--- src/rtl/swreg_pkg.sv ---
package swreg_pkg;

   // register offsets (byte addresses)
   localparam logic [7:0] OFF_CMD  = 8'h2C;
   localparam logic [7:0] OFF_WDH  = 8'h30;
   localparam logic [7:0] OFF_WDL  = 8'h34;
   localparam logic [7:0] OFF_RDH  = 8'h38;
   localparam logic [7:0] OFF_RDL  = 8'h3C;
   localparam logic [7:0] OFF_CTRL = 8'h40;
   localparam logic [7:0] OFF_EVT  = 8'h44;

   // command word fields
   localparam int CMD_GO_BIT    = 0;
   localparam int CMD_WR_BIT    = 1;
   localparam int CMD_ABORT_BIT = 2;
   localparam int CMD_REGN_LSB  = 16;
   localparam int CMD_PAGE_LSB  = 24;

   // control word fields
   localparam int CTL_IRQEN_BIT = 1;
   localparam int CTL_REQ_BIT   = 3;
   localparam int CTL_GNT_BIT   = 4;
   localparam int CTL_INIT_BIT  = 6;

endpackage

--- src/rtl/swreg_cmd_fsm.sv ---
module swreg_cmd_fsm #(
   parameter int PAGE_W = 8,
   parameter int REGN_W = 8,
   parameter int DATA_W = 64
) (
   input  logic              clk,
   input  logic              rst_n,
   input  logic              launch,
   input  logic              abort,
   input  logic              gnt,
   input  logic [PAGE_W-1:0] page_in,
   input  logic [REGN_W-1:0] regn_in,
   input  logic              wr_in,
   input  logic              sw_ack,
   input  logic [DATA_W-1:0] sw_rdata,
   output logic              busy,
   output logic [PAGE_W-1:0] cur_page,
   output logic [REGN_W-1:0] cur_regn,
   output logic              cur_wr,
   output logic [DATA_W-1:0] rd_data
);

   logic accept;
   assign accept = launch && gnt && !busy;

   always_ff @(posedge clk) begin
      if (!rst_n) begin
         busy     <= 1'b0;
         cur_page <= '0;
         cur_regn <= '0;
         cur_wr   <= 1'b0;
         rd_data  <= '0;
      end else if (abort) begin
         busy <= 1'b0;
      end else if (busy) begin
         if (sw_ack) begin
            busy <= 1'b0;
            if (!cur_wr) rd_data <= sw_rdata;
         end
      end else if (accept) begin
         busy     <= 1'b1;
         cur_page <= page_in;
         cur_regn <= regn_in;
         cur_wr   <= wr_in;
      end
   end

   // a transaction only opens after a cycle with the grant present
   p_open_needs_gnt_r5: assert property (@(posedge clk) disable iff (!rst_n)
      $rose(busy) |-> $past(gnt));

   // an acknowledge closes the open transaction
   p_ack_closes_r4: assert property (@(posedge clk) disable iff (!rst_n)
      (busy && sw_ack && !abort) |=> !busy);

   // fields hold while a transaction waits
   p_fields_hold_r6: assert property (@(posedge clk) disable iff (!rst_n)
      (busy && !sw_ack && !abort) |=> (busy && $stable(cur_page) && $stable(cur_regn) && $stable(cur_wr)));

   // abort always leaves the engine idle
   p_abort_idle_r7: assert property (@(posedge clk) disable iff (!rst_n)
      abort |=> !busy);

   // read words move only on a read acknowledge
   p_rd_only_on_read_r8: assert property (@(posedge clk) disable iff (!rst_n)
      !(busy && sw_ack && !cur_wr) |=> $stable(rd_data));

endmodule

--- src/rtl/swreg_evt_capture.sv ---
module swreg_evt_capture #(
   parameter int EVT_W   = 13,
   parameter bit IRQ_REG = 1'b0
) (
   input  logic             clk,
   input  logic             rst_n,
   input  logic [EVT_W-1:0] evt_pulse,
   input  logic             clr_wr,
   input  logic [EVT_W-1:0] clr_mask,
   input  logic             irq_en,
   output logic [EVT_W-1:0] cap,
   output logic             irq
);

   for (genvar i = 0; i < EVT_W; i++) begin : g_bit
      always_ff @(posedge clk) begin
         if (!rst_n)            cap[i] <= 1'b0;
         else if (evt_pulse[i]) cap[i] <= 1'b1;
         else if (clr_wr && clr_mask[i]) cap[i] <= 1'b0;
      end
   end

   logic irq_next;
   assign irq_next = irq_en && (|cap);

   if (IRQ_REG) begin : g_irq_reg
      always_ff @(posedge clk) begin
         if (!rst_n) irq <= 1'b0;
         else        irq <= irq_next;
      end
   end else begin : g_irq_comb
      assign irq = irq_next;

      // no interrupt while disabled
      p_irq_gated_r11: assert property (@(posedge clk) disable iff (!rst_n)
         !irq_en |-> !irq);
   end

   // every pulse is captured, whatever else happens that cycle
   p_pulse_kept_r10: assert property (@(posedge clk) disable iff (!rst_n)
      (evt_pulse != '0) |=> ((cap & $past(evt_pulse)) == $past(evt_pulse)));

   // without a clear write, captured bits never drop
   p_sticky_r9: assert property (@(posedge clk) disable iff (!rst_n)
      !clr_wr |=> ((cap & $past(cap)) == $past(cap)));

endmodule

--- src/rtl/swreg_bridge.sv ---
module swreg_bridge
   import swreg_pkg::*;
#(
   parameter int ADDR_W  = 8,
   parameter int WORD_W  = 32,
   parameter int PAGE_W  = 8,
   parameter int REGN_W  = 8,
   parameter int EVT_W   = 13,
   parameter bit IRQ_REG = 1'b0
) (
   input  logic                clk,
   input  logic                rst_n,
   input  logic                host_sel,
   input  logic                host_we,
   input  logic [ADDR_W-1:0]   host_addr,
   input  logic [WORD_W-1:0]   host_wdata,
   output logic [WORD_W-1:0]   host_rdata,
   output logic                arb_req,
   input  logic                arb_gnt,
   input  logic                sw_init_done,
   output logic                sw_req,
   output logic                sw_write,
   output logic [PAGE_W-1:0]   sw_page,
   output logic [REGN_W-1:0]   sw_regn,
   output logic [2*WORD_W-1:0] sw_wdata,
   input  logic                sw_ack,
   input  logic [2*WORD_W-1:0] sw_rdata,
   input  logic [EVT_W-1:0]    evt_pulse,
   output logic                irq
);

   localparam int DATA_W = 2 * WORD_W;

   if (WORD_W != 32) begin : g_bad_word
      $error("swreg_bridge: WORD_W must be 32");
   end
   if (ADDR_W < 8) begin : g_bad_addr
      $error("swreg_bridge: ADDR_W must be at least 8");
   end
   if (PAGE_W < 1 || PAGE_W > 8 || REGN_W < 1 || REGN_W > 8) begin : g_bad_fields
      $error("swreg_bridge: page and register widths must be 1..8");
   end
   if (EVT_W < 1 || EVT_W > WORD_W) begin : g_bad_evt
      $error("swreg_bridge: EVT_W out of range");
   end

   function automatic logic hit(input logic [ADDR_W-1:0] a, input logic [7:0] off);
      return a == ADDR_W'(off);
   endfunction

   logic wr_cmd, wr_wdh, wr_wdl, wr_ctrl, wr_evt;
   assign wr_cmd  = host_sel && host_we && hit(host_addr, OFF_CMD);
   assign wr_wdh  = host_sel && host_we && hit(host_addr, OFF_WDH);
   assign wr_wdl  = host_sel && host_we && hit(host_addr, OFF_WDL);
   assign wr_ctrl = host_sel && host_we && hit(host_addr, OFF_CTRL);
   assign wr_evt  = host_sel && host_we && hit(host_addr, OFF_EVT);

   // write-data words and control bits
   logic [WORD_W-1:0] wd_hi, wd_lo;
   logic              req_q, irq_en_q;

   always_ff @(posedge clk) begin
      if (!rst_n) begin
         wd_hi    <= '0;
         wd_lo    <= '0;
         req_q    <= 1'b0;
         irq_en_q <= 1'b0;
      end else begin
         if (wr_wdh) wd_hi <= host_wdata;
         if (wr_wdl) wd_lo <= host_wdata;
         if (wr_ctrl) begin
            req_q    <= host_wdata[CTL_REQ_BIT];
            irq_en_q <= host_wdata[CTL_IRQEN_BIT];
         end
      end
   end

   assign arb_req  = req_q;
   assign sw_wdata = {wd_hi, wd_lo};

   // command engine
   logic              busy;
   logic [DATA_W-1:0] rd_data;

   swreg_cmd_fsm #(
      .PAGE_W (PAGE_W),
      .REGN_W (REGN_W),
      .DATA_W (DATA_W)
   ) u_cmd (
      .clk      (clk),
      .rst_n    (rst_n),
      .launch   (wr_cmd && host_wdata[CMD_GO_BIT] && !host_wdata[CMD_ABORT_BIT]),
      .abort    (wr_cmd && host_wdata[CMD_ABORT_BIT]),
      .gnt      (arb_gnt),
      .page_in  (host_wdata[CMD_PAGE_LSB +: PAGE_W]),
      .regn_in  (host_wdata[CMD_REGN_LSB +: REGN_W]),
      .wr_in    (host_wdata[CMD_WR_BIT]),
      .sw_ack   (sw_ack),
      .sw_rdata (sw_rdata),
      .busy     (busy),
      .cur_page (sw_page),
      .cur_regn (sw_regn),
      .cur_wr   (sw_write),
      .rd_data  (rd_data)
   );

   assign sw_req = busy;

   // event capture
   logic [EVT_W-1:0] cap;

   swreg_evt_capture #(
      .EVT_W   (EVT_W),
      .IRQ_REG (IRQ_REG)
   ) u_evt (
      .clk       (clk),
      .rst_n     (rst_n),
      .evt_pulse (evt_pulse),
      .clr_wr    (wr_evt),
      .clr_mask  (host_wdata[EVT_W-1:0]),
      .irq_en    (irq_en_q),
      .cap       (cap),
      .irq       (irq)
   );

   // read mux
   always_comb begin
      host_rdata = '0;
      if (hit(host_addr, OFF_CMD)) begin
         host_rdata[CMD_PAGE_LSB +: PAGE_W] = sw_page;
         host_rdata[CMD_REGN_LSB +: REGN_W] = sw_regn;
         host_rdata[CMD_WR_BIT]             = sw_write;
         host_rdata[CMD_GO_BIT]             = busy;
      end else if (hit(host_addr, OFF_WDH)) begin
         host_rdata = wd_hi;
      end else if (hit(host_addr, OFF_WDL)) begin
         host_rdata = wd_lo;
      end else if (hit(host_addr, OFF_RDH)) begin
         host_rdata = rd_data[DATA_W-1:WORD_W];
      end else if (hit(host_addr, OFF_RDL)) begin
         host_rdata = rd_data[WORD_W-1:0];
      end else if (hit(host_addr, OFF_CTRL)) begin
         host_rdata[CTL_INIT_BIT]  = sw_init_done;
         host_rdata[CTL_GNT_BIT]   = arb_gnt;
         host_rdata[CTL_REQ_BIT]   = req_q;
         host_rdata[CTL_IRQEN_BIT] = irq_en_q;
      end else if (hit(host_addr, OFF_EVT)) begin
         host_rdata[EVT_W-1:0] = cap;
      end
   end

   // the arbiter request follows the last control write
   p_req_tracks_ctrl_r2: assert property (@(posedge clk) disable iff (!rst_n)
      wr_ctrl |=> (arb_req == $past(host_wdata[CTL_REQ_BIT])));

   // switch fields stay put while a request is pending
   p_port_stable_r3: assert property (@(posedge clk) disable iff (!rst_n)
      (sw_req && !sw_ack && !wr_cmd) |=> (sw_req && $stable(sw_page) && $stable(sw_regn)));

endmodule

--- config.mk ---
export PLATFORM = sky130hd
export DESIGN_NAME = swreg_bridge
export DESIGN_NICKNAME = d
export VERILOG_FILES = /design/src/rtl/swreg_pkg.sv /design/src/rtl/swreg_cmd_fsm.sv /design/src/rtl/swreg_evt_capture.sv /design/src/rtl/swreg_bridge.sv
export SDC_FILE = /design/constraint.sdc
export NUM_CORES = 1
export LEC_CHECK = 0
export BUFFER_PORTS_ARGS = -buffer_cell sky130_fd_sc_hd__buf_2
export CAP_MARGIN = 20
export CORE_MARGIN = 1
export CORE_UTILIZATION = 30
export DETAILED_ROUTE_END_ITERATION = 12
export PLACE_DENSITY = 0.48
export SLEW_MARGIN = 10
export SYNTH_ARGS = -nofsm -noshare
export SYNTH_HDL_FRONTEND = slang
export SYNTH_SLANG_ARGS = --single-unit
export TNS_END_PERCENT = 10
--- constraint.sdc ---
create_clock -name clk -period 2.24 [get_ports clk]
set_input_delay 0.224 -clock clk [delete_from_list [all_inputs] [get_ports clk]]
set_output_delay 0.224 -clock clk [all_outputs]
set_load 0.02 [all_outputs]
==> results.json, run 1 <==
{
  "status": "completed",
  "synth-seq-cells": 161,
  "ys_types": 44,
  "worstPathArrival_ns": 1.83,
  "initial_core_util": 0.308,
  "clock-sinks": 161,
  "synthCells": 890,
  "max_slew.worst_pin.slew_ns": 0.537,
  "synth_edf_count": 0,
  "path_max_fanout": 42,
  "yosysTopAreaCell": "dfxtp_1",
  "synth-xor-area-share": 0,
  "nets": 1229,
  "reg2reg_from": "u_cmd.busy$_SDFF_PP0_",
  "relSlewSlack": 0.639,
  "met1_usage": 0.273,
  "netlist_area_sq_um": 7570,
  "placed_cells": 1402,
  "first_pass_iters": 5,
  "use_met2": 0.308,
  "setup_ws_ns": 0.182,
  "startpoint_type": "input pin",
  "tns_ns": 0,
  "syn_area_per_cell_sq_um": 8.50,
  "core_sq_um": 24500,
  "io_buffers": 239,
  "timing.fmax_ghz": 0.486,
  "finalWirelength_um": 26000,
  "slowest_delay_ns": 0.38,
  "rsz0062_at_grt": "false",
  "power.total_mw": 6.24,
  "synth_top_family_by_area": "simple AND/OR/NAND/NOR gates",
  "die_x_um": 161,
  "critPathRequiredTime_ns": 2.02,
  "grt.total_usage": 0.198,
  "drc": 0,
  "synthSimpleGateAreaFrac": 0.206,
  "drtAntennaViolNets": 0,
  "post-cts-setup-buffer-count": 0,
  "powerDensity_nw_per_um2": 639,
  "grt_pass1_vias": 6626,
  "synth_top_area_frac": 0.426,
  "multi_input_area_sq_um": 4000,
  "root_buffer": "clkbuf_16",
  "seq_area_frac_synth": 0.426,
  "slew_violations": 0,
  "synth_area_leaders": "dfxtp_1 43%, mux2i_1 19%, nand2_1 11%, nor2_1 3.6%, o21ai_1 3.2%",
  "ioPinCount": 240,
  "drv_cap": 0,
  "htree_levels": 4,
  "crit_path_start": "host_addr[3]",
  "crit_chain": "buf_2, buf_12, nor4_2, nand2_1, o21ai_0, a22oi_1, buf_2",
  "clkTransAtPathRegs_ns": 0.07,
  "hp-start": "evt_pulse[5]",
  "tritoncts.num_buffers": 17,
  "skew_ns": 0.00638,
  "synthFlopType": "dfxtp_1",
  "ctsLongestPathBuffers": 2,
  "antenna_found_initial": 2,
  "final.fill_count": 2581,
  "max-vdd-ir-drop_mv": 0.372,
  "worstSetupPathType": "input pin to primary output",
  "setup-violations-final": 0,
  "min_period_over_period": 0.919,
  "area_delta_synth_final_pct": 28.9,
  "grt_first_pass_wirelength_um": 39200,
  "synth_compound_area_frac": 0.119,
  "wire_per_inst_um": 18.0,
  "yosys.area_share.adder": 0,
  "syn_nets": 1014,
  "post-place-ws_ns": 0.208,
  "synth_mux_area_frac": 0.199,
  "hold_viol": 0,
  "ys_async_sr_fraction": 0,
  "die_h_um": 161,
  "slowest_stage": "nand2_1",
  "yosys_warnings": 0,
  "drt_iter0_drc": 468,
  "grt_max_degree": 106,
  "vias": 7021,
  "placementRows": 57,
  "cts_tree": "done",
  "p_leak_nw": 4.28,
  "seq_area_sq_um": 3220,
  "cts.repair.resized": 0,
  "fin_crit_ns": 2.06,
  "fin_util": 0.398,
  "via_per_inst": 4.86,
  "die-area_sq_um": 25900,
  "top_usage_layer": "met2",
  "worstSkewPairLatency_ns": 0.42,
  "instances_no_fill": 1444,
  "endpoint_kind": "primary output",
  "grt.overflow.total": 0,
  "place_hpwl_um": 18100,
  "crit_top_cell": "buf_2",
  "gp_congestion": 0.847,
  "holdCritPathClass": "input pin to flop",
  "use_met3": 0.0467,
  "drive_above_1_share": 0.275
}
worst paths after layout:
path | end | slack [ns] | cells after the start
setup reg to reg | u_cmd.rd_data[51]$_SDFFE_PN0P_ | 0.55 | 4
setup / recovery | host_rdata[8] | 0.18 | 7
hold / removal | u_evt.cap[5]$_SDFFE_PN0P_ | 0.01 | 2
hold reg to reg | u_cmd.rd_data[62]$_SDFFE_PN0P_ | 0.45 | 2
metrics by stage:
step	area [sq um]	hold slack, ns
floorplan	7570	0.348
global placement	9100	0.432
detailed placement	9100	0.439
CTS	9750	0.000202
global route	9760	0.00826
finish	9760	0.0149
layout by cell type (no fill, tap or decap), types with 5 or more instances in the layout:
cell type / instances
a32oi_1: 5
nand2b_1: 8
o211ai_1: 25
nand3_1: 40
nand2_1: 214
o21ai_1: 48
o21ai_0: 11
inv_6: 5
mux2_2: 6
o21a_1: 14
mux2i_1: 144
nor2_1: 71
dfxtp_1: 161
inv_1: 5
buf_12: 8
dlygate4sd3_1: 8
clkbuf_16: 17
buf_2: 238
buf_4: 12
a21boi_0: 14
a22oi_1: 11
synth_stat cells, types with 3 or more instances:
master    count
o22ai_1       4
a32oi_1       5
or3_1         4
mux2_2        6
nand2b_1      8
nand2_1     214
nor2_1       72
o21ai_0      11
buf_1         5
a22oi_1      11
nand3_1      40
nand4_1       3
dfxtp_1     161
mux2i_1     144
o21a_1       14
clkbuf_1     46
nand3b_1      3
buf_2        10
a21boi_0     14
buf_6         9
o211ai_1     25
o21ai_1      48
inv_1         5
cell families (layout without fill, tap and decap cells):
kind of cell / after synthesis / count (layout)
and+or+nand+nor: 363 / 363
other: 0 / 2
DFF: 161 / 161
buffers and inverters: 77 / 305
AOI/OAI and AO/OA: 139 / 139
muxes: 150 / 150
repair_timing:
action,in CTS,in global routing
endpoints found under the setup margin,0,0
hold buffers,8,0
hold endpoints to repair,8,0
routing by layer:
metal	wire, um	vias to the layer above
li1	-	3486
met1	12600	3311
met2	11600	207
met3	1570	17
met4	253	0
met5	0	-
state kept, by name, indices dropped and copies added (netlist names), 8 cells and up:
name,count
u_cmd.rd_data,64
wd_hi,32
wd_lo,32
u_evt.cap,13
u_cmd.cur_page,8
u_cmd.cur_regn,8
report_power, final:
group | switching [mW] | internal (mW)
sequential | 0.0147 | 2.88
clock | 1.31 | 1.57
combinational | 0.281 | 0.187
final cells by class:
cell class | count | share of cell area
multi-input combinational | 652 | 0.410
sequential | 161 | 0.330
timing repair buffer | 267 | 0.157
clock buffer | 18 | 0.0440
tap | 324 | 0.0415
clock inverter | 14 | 0.0147
inverter | 6 | 0.00231
antenna | 2 | 0.000513
critical path, delay by kind of cell:
| kind | cells | cell delay [ns] |
|---|---|---|
| AO/OA/AOI/OAI | 2 | 0.37 |
| buffers and inverters | 3 | 0.51 |
| AND/OR/NAND/NOR | 2 | 0.72 |
Note: power is estimated with default switching activity, not from simulation.
==> run 2, diff against run 1 <==
--- a/config.mk
+++ b/config.mk
@@ -5,12 +5,13 @@
 export SDC_FILE = /design/constraint.sdc
 export NUM_CORES = 1
 export LEC_CHECK = 0
+export ABC_AREA = 0
 export BUFFER_PORTS_ARGS = -buffer_cell sky130_fd_sc_hd__buf_2
 export CAP_MARGIN = 20
 export CORE_MARGIN = 1
-export CORE_UTILIZATION = 30
+export CORE_UTILIZATION = 32
 export DETAILED_ROUTE_END_ITERATION = 12
-export PLACE_DENSITY = 0.48
+export PLACE_DENSITY = 0.5
 export SLEW_MARGIN = 10
 export SYNTH_ARGS = -nofsm -noshare
 export SYNTH_HDL_FRONTEND = slang
==> results.json, run 2 (synthesis gave the netlist of run 1 again) <==
{
  "post-place-ws_ns": 0.277,
  "root_buffer": "clkbuf_16",
  "largestRegisters": "u_cmd.rd_data: 64 flops, wd_hi: 32 flops, wd_lo: 32 flops",
  "tns_ns": 0,
  "max_slew.worst_pin.slew_ns": 0.605,
  "instances_no_fill": 1431,
  "endpoint_kind": "primary output",
  "clock-sinks": 161,
  "cts_hold_buf": 7,
  "path_max_fanout": 13,
  "mostFrequentLayoutCell": "buf_2",
  "switching_power_mw": 1.61,
  "drt_iter0_drc": 298,
  "hold_viol": 0,
  "post-cts-setup-buffer-count": 0,
  "slowest_delay_ns": 0.43,
  "worstSetupPathType": "input pin to primary output",
  "worstPathArrival_ns": 1.76,
  "slowest_stage": "or3_4",
  "pwr-share-seq": 0.463,
  "cts.repair.resized": 0,
  "crit_chain": "buf_2, or3_4, nor2_4, buf_4, nand3_1, a32oi_1, buf_2",
  "cts_tree": "done",
  "slew_violations": 0,
  "multi_input_area_sq_um": 4000,
  "nets": 1227,
  "startpoint_type": "input pin",
  "relSlewSlack": 0.596,
  "antenna_found_initial": 4,
  "die-area_sq_um": 24300,
  "seq_area_sq_um": 3220,
  "fin_util": 0.424,
  "drive_above_1_share": 0.275,
  "die_x_um": 156,
  "ctsLongestPathBuffers": 2,
  "grt_max_degree": 111,
  "rsz0062_at_grt": "false",
  "final.fill_count": 2397,
  "min_period_over_period": 0.884,
  "via_per_inst": 4.85,
  "grt.total_usage": 0.206,
  "rrSetupSlack_ns": 0.56,
  "grt_first_pass_wirelength_um": 38100,
  "initial_core_util": 0.330,
  "core_sq_um": 22900,
  "fin_crit_ns": 1.98,
  "crit_top_cell": "buf_2",
  "power.total_mw": 6.24,
  "internal_power_mw": 4.63,
  "postLayoutCellArea_sq_um": 9720,
  "max-vdd-ir-drop_mv": 0.361,
  "place_area_sq_um": 9070,
  "setup_ws_ns": 0.261,
  "holdWs_ns": 0.0108,
  "ioPinCount": 240,
  "placed_cells": 1390,
  "finalWirelength_um": 25100,
  "holdCritPathClass": "input pin to flop",
  "drtAntennaViolNets": 0,
  "clkPwrFrac": 0.463,
  "critPathRequiredTime_ns": 2.02,
  "grt.overflow.total": 0,
  "crit_path_start": "host_addr[1]",
  "gp_congestion": 0.850,
  "clkTransAtPathRegs_ns": 0.07,
  "cp-endpoint": "host_rdata[6]",
  "vias": 6938,
  "drv_cap": 0,
  "wire_per_inst_um": 17.5,
  "htree_levels": 4,
  "layout_common_cells": "238 x buf_2, 214 x nand2_1, 161 x dfxtp_1",
  "first_pass_iters": 4,
  "timing.fmax_ghz": 0.505,
  "top_register": "u_cmd.rd_data",
  "r2r-end": "u_cmd.rd_data[35]$_SDFFE_PN0P_",
  "drc": 0,
  "place_hpwl_um": 17600,
  "combPwrFrac": 0.074,
  "skew_ns": 0.0111,
  "p_leak_nw": 4.28,
  "reg2reg_from": "u_cmd.busy$_SDFF_PP0_",
  "io_buffers": 239,
  "area_delta_synth_final_pct": 28.4,
  "placementRows": 55,
  "status": "completed",
  "worstSkewPairLatency_ns": 0.42,
  "grt_pass1_vias": 6559,
  "largest_reg_flops": 64,
  "reg2reg_depth": 4,
  "p_sw_frac": 0.258,
  "tritoncts.num_buffers": 17,
  "powerDensity_nw_per_um2": 642,
  "die_h_um": 156,
  "setup-violations-final": 0
}
[run 2: worst max-delay path, delay by kind of cell]
kind | cells | cell delay (ns)
buffers and inverters | 3 | 0.56
AOI/OAI and AO/OA | 1 | 0.27
and+or+nand+nor | 3 | 0.69
[run 2: worst min-delay path by stage]
stage                        from                         end  slack, ns  cells past startpoint
floorplan            evt_pulse[0]   u_evt.cap[0]$_SDFFE_PN0P_       0.35                      1
global placement    evt_pulse[10]  u_evt.cap[10]$_SDFFE_PN0P_       0.44                      2
detailed placement   evt_pulse[6]   u_evt.cap[6]$_SDFFE_PN0P_       0.44                      2
CTS                  evt_pulse[1]   u_evt.cap[1]$_SDFFE_PN0P_     0.0007                      2
global route        evt_pulse[11]  u_evt.cap[11]$_SDFFE_PN0P_      0.003                      2
finish               evt_pulse[3]   u_evt.cap[3]$_SDFFE_PN0P_       0.01                      2
[run 2: power groups by stage]
stage | registers [mW] | clock network, mW | logic [mW]
2_1_floorplan | 2.95 | 0 | 0.223
3_3_place_gp | 2.96 | 0 | 0.457
5_1_grt | 2.89 | 3.07 | 0.505
6_report | 2.89 | 2.89 | 0.461
4_1_cts | 2.89 | 2.95 | 0.467
3_5_place_dp | 2.96 | 0 | 0.456
[run 2: layout make-up]
type | count | share of cell area
multi-input cells | 652 | 0.411
flip-flops and latches | 161 | 0.332
repair buffers | 265 | 0.155
clock buffers | 17 | 0.0438
well taps | 313 | 0.0403
clock inverters | 15 | 0.0154
inverters | 6 | 0.00232
diodes | 2 | 0.000515
[run 2: per-layer routing]
| layer | global-route usage | part of all wire | routed length, um | up-vias |
|---|---|---|---|---|
| met1 | 0.279 | 0.47 | 11800 | 3240 |
| met5 | 0 | 0.00048 | 12 | - |
| li1 | - | - | - | 3481 |
| met2 | 0.325 | 0.45 | 11400 | 193 |
| met4 | 0.0542 | 0.013 | 315 | 2 |
| met3 | 0.0486 | 0.060 | 1520 | 22 |
==> run 3, diff against run 2 <==
--- a/config.mk
+++ b/config.mk
@@ -15,5 +15,6 @@
 export SLEW_MARGIN = 10
 export SYNTH_ARGS = -nofsm -noshare
 export SYNTH_HDL_FRONTEND = slang
+export SYNTH_HIERARCHICAL = 1
 export SYNTH_SLANG_ARGS = --single-unit
 export TNS_END_PERCENT = 10
==> results.json, run 3 <==
{
  "io_buffers": 239,
  "via_per_inst": 4.98,
  "setup-violations-final": 0,
  "vias": 7263,
  "largestRegisters": "u_cmd/rd_data: 64 flops, wd_hi: 32 flops, wd_lo: 32 flops",
  "status": "completed",
  "synthCells": 875,
  "yosysTopAreaCell": "dfxtp_1",
  "drc": 0,
  "cts.repair.resized": 0,
  "worstSkewPairLatency_ns": 0.42,
  "max_slew.worst_pin.slew_ns": 0.681,
  "powerDensity_nw_per_um2": 634,
  "tritoncts.num_buffers": 17,
  "critPathRequiredTime_ns": 2.02,
  "relSlewSlack": 0.546,
  "p_leak_nw": 4.24,
  "nets": 1242,
  "initial_core_util": 0.326,
  "die_h_um": 159,
  "area_delta_synth_final_pct": 29.8,
  "clock-sinks": 161,
  "largest_reg_flops": 64,
  "syn_nets": 999,
  "netlist_area_sq_um": 7920,
  "drt_iter0_drc": 456,
  "grt_pass1_vias": 7163,
  "synth_most_common_cell": "nand2_1",
  "fin_crit_ns": 2.16,
  "hp-start": "evt_pulse[12]",
  "core_sq_um": 24300,
  "drtAntennaViolNets": 0,
  "synth_common_cells": "299 x nand2_1, 161 x dfxtp_1, 88 x mux2i_1, 56 x a21boi_0, 28 x buf_2",
  "r2r-end": "u_cmd/rd_data[30]$_SDFFE_PN0P_",
  "startpoint_type": "flop",
  "reg2reg_from": "u_cmd/cur_wr$_SDFFE_PN0P_",
  "antenna_found_initial": 6,
  "yosys_warnings": 6,
  "synth_area_leaders": "dfxtp_1 41%, nand2_1 14%, mux2i_1 11%, a21boi_0 5.3%, mux4_2 5.1%",
  "die_x_um": 159,
  "root_buffer": "clkbuf_16",
  "mostFrequentLayoutCell": "nand2_1",
  "synth-seq-cells": 161,
  "ys_async_sr_fraction": 0,
  "ctsLongestPathBuffers": 2,
  "layout_common_cells": "299 x nand2_1, 238 x buf_2, 161 x dfxtp_1",
  "synthFlopType": "dfxtp_1",
  "skew_ns": 0.00860,
  "top_register": "u_cmd/rd_data",
  "htree_levels": 4,
  "post-cts-setup-buffer-count": 0,
  "die-area_sq_um": 25400,
  "max-vdd-ir-drop_mv": 0.352,
  "rrSetupSlack_ns": 0.70,
  "grt_first_pass_wirelength_um": 42000,
  "syn_area_per_cell_sq_um": 9.05,
  "wire_per_inst_um": 18.8,
  "ioPinCount": 240,
  "finalWirelength_um": 27400,
  "cts_tree": "done",
  "drv_cap": 0,
  "path_max_fanout": 3,
  "place_hpwl_um": 19800,
  "gp_congestion": 0.865,
  "first_pass_iters": 4,
  "clkTransAtPathRegs_ns": 0.06,
  "rsz0062_at_grt": "false",
  "grt.total_usage": 0.216,
  "worstSetupPathType": "flop to primary output",
  "holdCritPathClass": "input pin to flop",
  "post-place-ws_ns": 0.139,
  "min_path_cells": 2,
  "tns_ns": 0,
  "min_period_over_period": 0.965,
  "synth_top_area_frac": 0.407,
  "synth_edf_count": 0,
  "hold_end": "u_evt/cap[12]$_SDFFE_PN0P_",
  "timing.fmax_ghz": 0.462,
  "reg2reg_depth": 3,
  "grt.overflow.total": 0,
  "worstPathArrival_ns": 1.94,
  "placementRows": 57,
  "endpoint_kind": "primary output",
  "hold_viol": 0,
  "slew_violations": 0,
  "setup_ws_ns": 0.0773,
  "grt_max_degree": 78,
  "seq_area_frac_synth": 0.407,
  "ys_types": 48,
  "drive_above_1_share": 0.313
}
-- run 3: power breakdown --
group	switching (mW)	internal (mW)	total [mW]
Sequential	0.0193	2.88	2.90
Combinational	0.274	0.230	0.504
Clock	1.26	1.85	3.11
-- run 3: routing by layer --
layer / GRT usage / vias to the layer above / part of all wire
met5: 0 / - / 0.0015
met4: 0.0481 / 6 / 0.0094
met3: 0.0695 / 21 / 0.075
met2: 0.352 / 226 / 0.47
met1: 0.279 / 3482 / 0.45
li1: - / 3528 / -
-- run 3: metrics by stage --
step	power [mW]	hold WS, ns	area (sq um)	cells	utilization
final	6.52	0.0232	10300	1459	0.423
after CTS	6.59	0.000621	10300	1455	0.422
after global routing	6.76	0.00923	10300	1456	0.422
after floorplan	3.19	0.342	7920	875	-
after global placement	3.46	0.438	9550	1414	0.393
after detailed placement	3.46	0.433	9550	1414	0.393
-- run 3: cell type report --
type | instances | area, sq um
Inverter | 2 | 7.51
Clock buffer | 21 | 470
Fill cell | 2489 | 14000
Clock inverter | 11 | 151
Multi-Input combinational cell | 640 | 4220
Antenna cell | 4 | 10.0
Timing Repair Buffer | 296 | 1790
Tap cell | 324 | 405
Sequential cell | 161 | 3220
-- run 3: repair_timing --
action | 4_1_cts | 5_1_grt
hold endpoints to repair | 9 | 0
setup endpoints to repair | 0 | 0
hold buffers | 9 | 0
-- run 3: how the worst max path moves through the flow --
stage | startpoint | end | slack (ns) | cells after the start
2_1_floorplan | host_addr[3] | host_rdata[13] | 0.08 | 5
3_3_place_gp | host_addr[4] | u_cmd/rd_data[22]$_SDFFE_PN0P_ | 0.16 | 7
3_5_place_dp | host_addr[4] | u_cmd/rd_data[62]$_SDFFE_PN0P_ | 0.14 | 7
4_1_cts | u_evt/cap[1]$_SDFFE_PN0P_ | host_rdata[1] | 0.06 | 5
5_1_grt | u_evt/cap[1]$_SDFFE_PN0P_ | host_rdata[1] | 0.03 | 5
6_report | u_evt/cap[1]$_SDFFE_PN0P_ | host_rdata[1] | 0.08 | 5
-- run 3: worst max-delay path, stage by stage (launching register included) --
cell and delay [ns]:
dfxtp_1 0.40, mux2_2 0.18, a21oi_1 0.06, or4_1 0.40
a21oi_1 0.26, buf_2 0.22
-- run 3: cells by family (layout without fill, tap and decap cells) --
logic type	after synthesis	count (layout)	synth area share
AO/OA/AOI/OAI	158	158	0.154
buffers and inverters	74	330	0.0613
flip-flops	161	161	0.407
multiplexers	118	118	0.180
other	0	4	0
AND/OR/NAND/NOR	364	364	0.198
